File: src/rtl/bpl_pulse_tx_pkg.sv
package bpl_pulse_tx_pkg;

  typedef enum logic [2:0] {
    ST_IDLE,
    ST_LEAD,
    ST_SLOT,
    ST_CELL,
    ST_TRAIL
  } txState_e;

  // strobes from control to datapath
  typedef struct packed {
    logic cntClear;
    logic cntRun;
    logic loadBit;
    logic cellActive;
    logic enActive;
  } txStrobe_t;

endpackage

File: src/rtl/bpl_pulse_tx_ctrl.sv
module bpl_pulse_tx_ctrl
  import bpl_pulse_tx_pkg::*;
(
  input  logic      clk,
  input  logic      rstN,
  input  logic      txReq,
  input  logic      bitValid,
  input  logic      cntLast,
  output txStrobe_t stb,
  output logic      bitReady
);

  txState_e state;
  txState_e stateNext;

  always_ff @(posedge clk or negedge rstN) begin
    if (!rstN) state <= ST_IDLE;
    else       state <= stateNext;
  end

  always_comb begin
    stateNext      = state;
    stb            = '0;
    stb.enActive   = (state != ST_IDLE);
    stb.cellActive = (state == ST_CELL);
    case (state)
      ST_IDLE: begin
        if (txReq) begin
          stateNext    = ST_LEAD;
          stb.cntClear = 1'b1;
        end
      end
      ST_LEAD: begin
        stb.cntRun = 1'b1;
        if (cntLast) begin
          stateNext    = ST_SLOT;
          stb.cntClear = 1'b1;
        end
      end
      ST_SLOT: begin
        if (bitValid) begin
          stateNext    = ST_CELL;
          stb.loadBit  = 1'b1;
          stb.cntClear = 1'b1;
        end else if (!txReq) begin
          stateNext    = ST_TRAIL;
          stb.cntClear = 1'b1;
        end
      end
      ST_CELL: begin
        stb.cntRun = 1'b1;
        if (cntLast) begin
          stb.cntClear = 1'b1;
          if (bitValid) begin
            stateNext   = ST_CELL;
            stb.loadBit = 1'b1;
          end else if (txReq) begin
            stateNext = ST_SLOT;
          end else begin
            stateNext = ST_TRAIL;
          end
        end
      end
      ST_TRAIL: begin
        stb.cntRun = 1'b1;
        if (cntLast) begin
          stateNext    = ST_IDLE;
          stb.cntClear = 1'b1;
        end
      end
      default: stateNext = ST_IDLE;
    endcase
  end

  assign bitReady = (state == ST_SLOT) || ((state == ST_CELL) && cntLast);

  // an accepted bit always opens a cell on the next cycle
  a_r4_accept_opens_cell: assert property (@(posedge clk) disable iff (!rstN)
    (bitValid && bitReady) |=> (state == ST_CELL));

  // idle without a request ignores the bit handshake
  a_r10_idle_holds: assert property (@(posedge clk) disable iff (!rstN)
    (state == ST_IDLE && !txReq) |=> (state == ST_IDLE && !bitReady));

endmodule

File: src/rtl/bpl_pulse_tx_datapath.sv
module bpl_pulse_tx_datapath
  import bpl_pulse_tx_pkg::*;
#(
  parameter int BIT_CYCLES   = 20,
  parameter int PULSE_CYCLES = 10
) (
  input  logic      clk,
  input  logic      rstN,
  input  txStrobe_t stb,
  input  logic      bitData,
  input  logic      strapIn,
  input  logic      backplaneMode,
  output logic      cntLast,
  output logic      pulseN,
  output logic      txEn,
  output logic      strapOut,
  output logic      strapOe
);

  localparam int CW = (BIT_CYCLES > 1) ? $clog2(BIT_CYCLES) : 1;
  localparam logic [CW-1:0] CNT_LAST  = CW'(BIT_CYCLES - 1);
  localparam logic [CW-1:0] PULSE_END = CW'(PULSE_CYCLES);

  logic [CW-1:0] cnt;
  logic          bitReg;
  logic          rstHeld;
  logic          strapGnd;
  logic          enHigh;
  logic          pulseOn;

  // cell / lead / trail timer
  always_ff @(posedge clk or negedge rstN) begin
    if (!rstN)                          cnt <= '0;
    else if (stb.cntClear)              cnt <= '0;
    else if (stb.cntRun && !cntLast)    cnt <= cnt + 1'b1;
  end

  assign cntLast = (cnt == CNT_LAST);

  always_ff @(posedge clk or negedge rstN) begin
    if (!rstN)            bitReg <= 1'b0;
    else if (stb.loadBit) bitReg <= bitData;
  end

  // reset-window flag: high during reset and the first cycle after it
  always_ff @(posedge clk or negedge rstN) begin
    if (!rstN) rstHeld <= 1'b1;
    else       rstHeld <= 1'b0;
  end

  // strap capture, frozen once the reset window closes
  always_ff @(posedge clk) begin
    if (rstHeld) strapGnd <= !strapIn;
  end

  assign enHigh   = strapGnd && backplaneMode;
  assign pulseOn  = stb.cellActive && bitReg && (cnt < PULSE_END);
  assign pulseN   = !pulseOn;
  assign txEn     = enHigh ? stb.enActive : !stb.enActive;
  assign strapOut = 1'b1;
  assign strapOe  = !rstHeld && !strapGnd;

  // no pulse outside the enable window
  a_r7_pulse_inside_enable: assert property (@(posedge clk) disable iff (!rstN)
    !pulseN |-> stb.enActive);

  // a pulse only starts right after a bit was loaded
  a_r5_pulse_starts_cell: assert property (@(posedge clk) disable iff (!rstN)
    $fell(pulseN) |-> $past(stb.loadBit));

  // a zero bit never pulses
  a_r6_zero_quiet: assert property (@(posedge clk) disable iff (!rstN)
    (stb.cellActive && !bitReg) |-> pulseN);

  // strap driver stays off while the reset window is open
  a_r11_no_drive_in_reset: assert property (@(posedge clk)
    rstHeld |-> !strapOe);

endmodule

File: src/rtl/bpl_pulse_tx.sv
module bpl_pulse_tx
  import bpl_pulse_tx_pkg::*;
#(
  parameter int BIT_CYCLES   = 20,
  parameter int PULSE_CYCLES = 10
) (
  input  logic clk,
  input  logic rstN,
  input  logic backplaneMode,
  input  logic strapIn,
  input  logic txReq,
  input  logic bitValid,
  input  logic bitData,
  output logic bitReady,
  output logic pulseN,
  output logic txEn,
  output logic strapOut,
  output logic strapOe
);

  txStrobe_t stb;
  logic      cntLast;

  initial begin
    if (PULSE_CYCLES < 1 || PULSE_CYCLES >= BIT_CYCLES)
      $error("PULSE_CYCLES must lie in 1..BIT_CYCLES-1");
  end

  bpl_pulse_tx_ctrl ctrl_i (
    .clk      (clk),
    .rstN     (rstN),
    .txReq    (txReq),
    .bitValid (bitValid),
    .cntLast  (cntLast),
    .stb      (stb),
    .bitReady (bitReady)
  );

  bpl_pulse_tx_datapath #(
    .BIT_CYCLES   (BIT_CYCLES),
    .PULSE_CYCLES (PULSE_CYCLES)
  ) dp_i (
    .clk           (clk),
    .rstN          (rstN),
    .stb           (stb),
    .bitData       (bitData),
    .strapIn       (strapIn),
    .backplaneMode (backplaneMode),
    .cntLast       (cntLast),
    .pulseN        (pulseN),
    .txEn          (txEn),
    .strapOut      (strapOut),
    .strapOe       (strapOe)
  );

endmodule

File: config.mk
export PLATFORM = sky130hd
export DESIGN_NAME = bpl_pulse_tx
export DESIGN_NICKNAME = d
export VERILOG_FILES = /design/src/rtl/bpl_pulse_tx_pkg.sv /design/src/rtl/bpl_pulse_tx_ctrl.sv /design/src/rtl/bpl_pulse_tx_datapath.sv /design/src/rtl/bpl_pulse_tx.sv
export SDC_FILE = /design/constraint.sdc
export NUM_CORES = 1
export LEC_CHECK = 0
export ABC_AREA = 1
export BUFFER_PORTS_ARGS = -buffer_cell sky130_fd_sc_hd__buf_2
export CELL_PAD_IN_SITES_DETAIL_PLACEMENT = 0
export CELL_PAD_IN_SITES_GLOBAL_PLACEMENT = 1
export CORE_UTILIZATION = 40
export CTS_BUF_LIST = sky130_fd_sc_hd__clkbuf_8
export CTS_CLUSTER_DIAMETER = 50
export DETAILED_ROUTE_END_ITERATION = 6
export PLACE_DENSITY = 0.86
export SLEW_MARGIN = 20
export SYNTH_ARGS = -nofsm -noshare
export SYNTH_HDL_FRONTEND = slang
export SYNTH_HIERARCHICAL = 1
export SYNTH_SLANG_ARGS = --single-unit
File: constraint.sdc
create_clock -name clk -period 3.2 [get_ports clk]
set_input_delay 0.64 -clock clk [delete_from_list [all_inputs] [get_ports clk]]
set_output_delay 0.64 -clock clk [all_outputs]
set_load 0.05 [all_outputs]
==> metrics.json <==
{
  "status": "completed",
  "slew_violations": 0,
  "grt_setup_unrepaired": "false",
  "detail-route-antenna-nets": 0,
  "post_cts_resize_count": 0,
  "worst_endpoint_data_arrival_time_ns": 1.65,
  "tritoncts.num_buffers": 3,
  "cp_data_required_time_ns": 2.56,
  "final.period_utilization": 0.716,
  "post_cts_buffers": 0,
  "std_cell_rows": 15,
  "nets": 120,
  "clock_tree.htree_level_count": 1,
  "post_drt_via_cell_ratio": 4.90,
  "diodes": 0,
  "postSynthNetCount": 108,
  "worstSetupStartpointType": "register",
  "final-hold-violation-count": 0,
  "max-vdd-ir-drop_uv": 487,
  "worst-setup-path-type": "register to output port",
  "io_buffers": 10,
  "global_route.usage.total": 0.173,
  "max-cap-violations": 0,
  "area.growth.synth_to_final_pct": 12.6,
  "syn-instance-count": 100,
  "final_cell_area_um2": 873,
  "critical_path_peak_fanout": 5,
  "p_per_area_nw_per_um2": 1020,
  "tritoncts": "built",
  "detailroute.via_count": 666,
  "most_common_cell_after_layout_fill_and_taps_aside": "nand2_1",
  "setup_violations": 0,
  "floorplan.io_pins": 12,
  "fp.dieArea_um2": 2120,
  "layout_min_cycle_time_ns": 2.29,
  "worst_setup_path_end_kind": "output port",
  "detail_route.wirelength_um": 1450,
  "power_leakage_nw": 0.449,
  "netlist_area_um2": 776,
  "finalWeightedCongestion": 0.813,
  "crit-reg2reg-launch": "ctrl_i/state[0]",
  "layout.cells.most_common_list": "nand2_1 (23), inv_1 (10), buf_2 (10)",
  "drc_violation_count_after_routing": 0,
  "final.fill_count": 197,
  "cts_hold_buf": 0,
  "drtIter0Drc": 13,
  "peak_clock_frequency_supported_by_timing_mhz": 436,
  "worst-r2r-cell-count": 8,
  "worstSkewPairLatency_ns": 0.24,
  "fp.coreArea_um2": 1760,
  "cts-root-buf": "clkbuf_8",
  "dp_hpwl_um": 1120,
  "die_h_um": 46.0,
  "rrSetupSlack_ns": 1.32,
  "synth.avg_cell_area_um2": 7.76,
  "crit_path_start": "dp_i/cnt[0]",
  "largest_net_degree_at_the_start_of_global_routing": 11,
  "grt_pass1_wl_um": 2500,
  "place_area_um2": 827,
  "ys_ff_latch": 11,
  "number_of_different_library_cells_in_the_post_synthesis_netlist": 29,
  "finalHoldWorstSlack_ns": 0.254,
  "dp.cells": 132,
  "regToRegEndpoint": "dp_i/cnt[1]",
  "antenna_found_initial": 0,
  "floorplan.die.width_um": 46.0,
  "final_cell_count_no_fill": 136,
  "initial_core_utilization": 0.440,
  "seq_area_frac_synth": 0.363,
  "timing.setup.tns_ns": 0,
  "finalClockSkew_ns": 0.00255,
  "drt-wirelength-per-cell_um": 10.7,
  "cts_max_path_buffers": 2,
  "drive_above_1_share": 0.279,
  "firstDrtPassIters": 4,
  "cts_num_sinks": 11,
  "holdCritPathClass": "input port to asynchronous set/reset pin",
  "number_of_global_route_vias_before_repair": 614,
  "overflow": 0,
  "cts.clk_slew.worst_paths_ns": 0.05,
  "yosysWarningCount": 6
}
worst max-delay path, stage by stage, from the launching register on:
cell and delay, ns:
dfrtp_1 0.42, ha_1 0.24, nand2_1 0.07, inv_1 0.06
nand2_2 0.07, inv_1 0.08, inv_1 0.07, a21oi_1 0.14
buf_2 0.27
per-layer routing:
layer  global-route usage  routed length (um)  vias to the layer above
met5                    0                   0                        -
met4               0.0824                  19                        0
met3               0.0794                  55                        5
met2                0.282                 713                       14
met1                0.189                 664                      303
li1                     -                   -                      344
final cells by class:
cell class,count,area (um^2),share of cell area
well taps,25,31.3,0.0358
multi-input cells,73,402,0.460
flip-flops and latches,11,282,0.322
repair buffers,10,50.0,0.0573
clock inverters,1,5.00,0.00573
inverters,13,62.6,0.0716
clock buffers,3,41.3,0.0473
power by group:
part | leakage, nW | internal (W) | switching [W]
combinational | 0.286 | 0.000182 | 0.000318
clock | 0.0255 | 0.0000858 | 0.0000553
sequential | 0.137 | 0.000187 | 0.0000662
worst max path at each step:
stage | slack [ns] | to
6_report | 0.91 | bitReady
5_1_grt | 0.82 | bitReady
4_1_cts | 0.90 | bitReady
3_5_place_dp | 1.17 | bitReady
3_3_place_gp | 1.25 | bitReady
2_1_floorplan | 0.88 | bitReady
registers in the layout, summed over array words and instances, names as in the netlist:
signal and cells:
dp_i/cnt 5, ctrl_i/state 3, dp_i/bitReg 1, dp_i/rstHeld 1
dp_i/strapGnd 1
cells in the mapped netlist:
| master | count | share of area |
|---|---|---|
| o21ai_2 | 1 | 0.011 |
| inv_1 | 10 | 0.048 |
| ha_1 | 1 | 0.016 |
| conb_1 | 2 | 0.0097 |
| xor2_1 | 1 | 0.011 |
| nand3_1 | 8 | 0.052 |
| o21ai_0 | 3 | 0.019 |
| inv_2 | 1 | 0.0048 |
| dfrtp_1 | 9 | 0.29 |
| clkinv_1 | 1 | 0.0048 |
| nand2_4 | 2 | 0.029 |
| nand2_2 | 4 | 0.032 |
| o21ai_1 | 1 | 0.0064 |
| edfxtp_1 | 1 | 0.039 |
| a21oi_1 | 2 | 0.013 |
| buf_4 | 1 | 0.0097 |
| nor2_2 | 2 | 0.016 |
| buf_6 | 2 | 0.029 |
| dfstp_2 | 1 | 0.034 |
| nor2_1 | 9 | 0.044 |
| xnor2_1 | 1 | 0.011 |
| nand2_1 | 23 | 0.11 |
| nand4_1 | 6 | 0.048 |
| mux2_2 | 1 | 0.015 |
| o21a_1 | 1 | 0.0097 |
| nor2_4 | 1 | 0.015 |
| bufinv_8 | 1 | 0.023 |
| nand3_2 | 3 | 0.039 |
| o211ai_1 | 1 | 0.0097 |
stage by stage:
| stage | total power (W) | utilization | worst slack (ns) |
|---|---|---|---|
| 2_1_floorplan | 0.000680 | - | 0.885 |
| 3_3_place_gp | 0.000747 | 0.469 | 1.25 |
| 3_5_place_dp | 0.000756 | 0.469 | 1.17 |
| 4_1_cts | 0.000903 | 0.495 | 0.903 |
| 5_1_grt | 0.000974 | 0.495 | 0.816 |
| 6_report | 0.000894 | 0.495 | 0.909 |
cells by family (layout without fill, tap and decap cells):
| kind of cell | after synthesis | count (layout) | synth area share |
|---|---|---|---|
| other | 2 | 2 | 0.00968 |
| adders and majority gates | 1 | 1 | 0.0161 |
| xor gates and xnor gates | 2 | 2 | 0.0226 |
| AOI/OAI and AO/OA | 9 | 9 | 0.0694 |
| buffers and inverters | 16 | 27 | 0.119 |
| and+or+nand+nor | 58 | 58 | 0.385 |
| muxes | 1 | 1 | 0.0145 |
| DFF | 11 | 11 | 0.363 |
No activity file was read; power rests on OpenSTA's default activity.
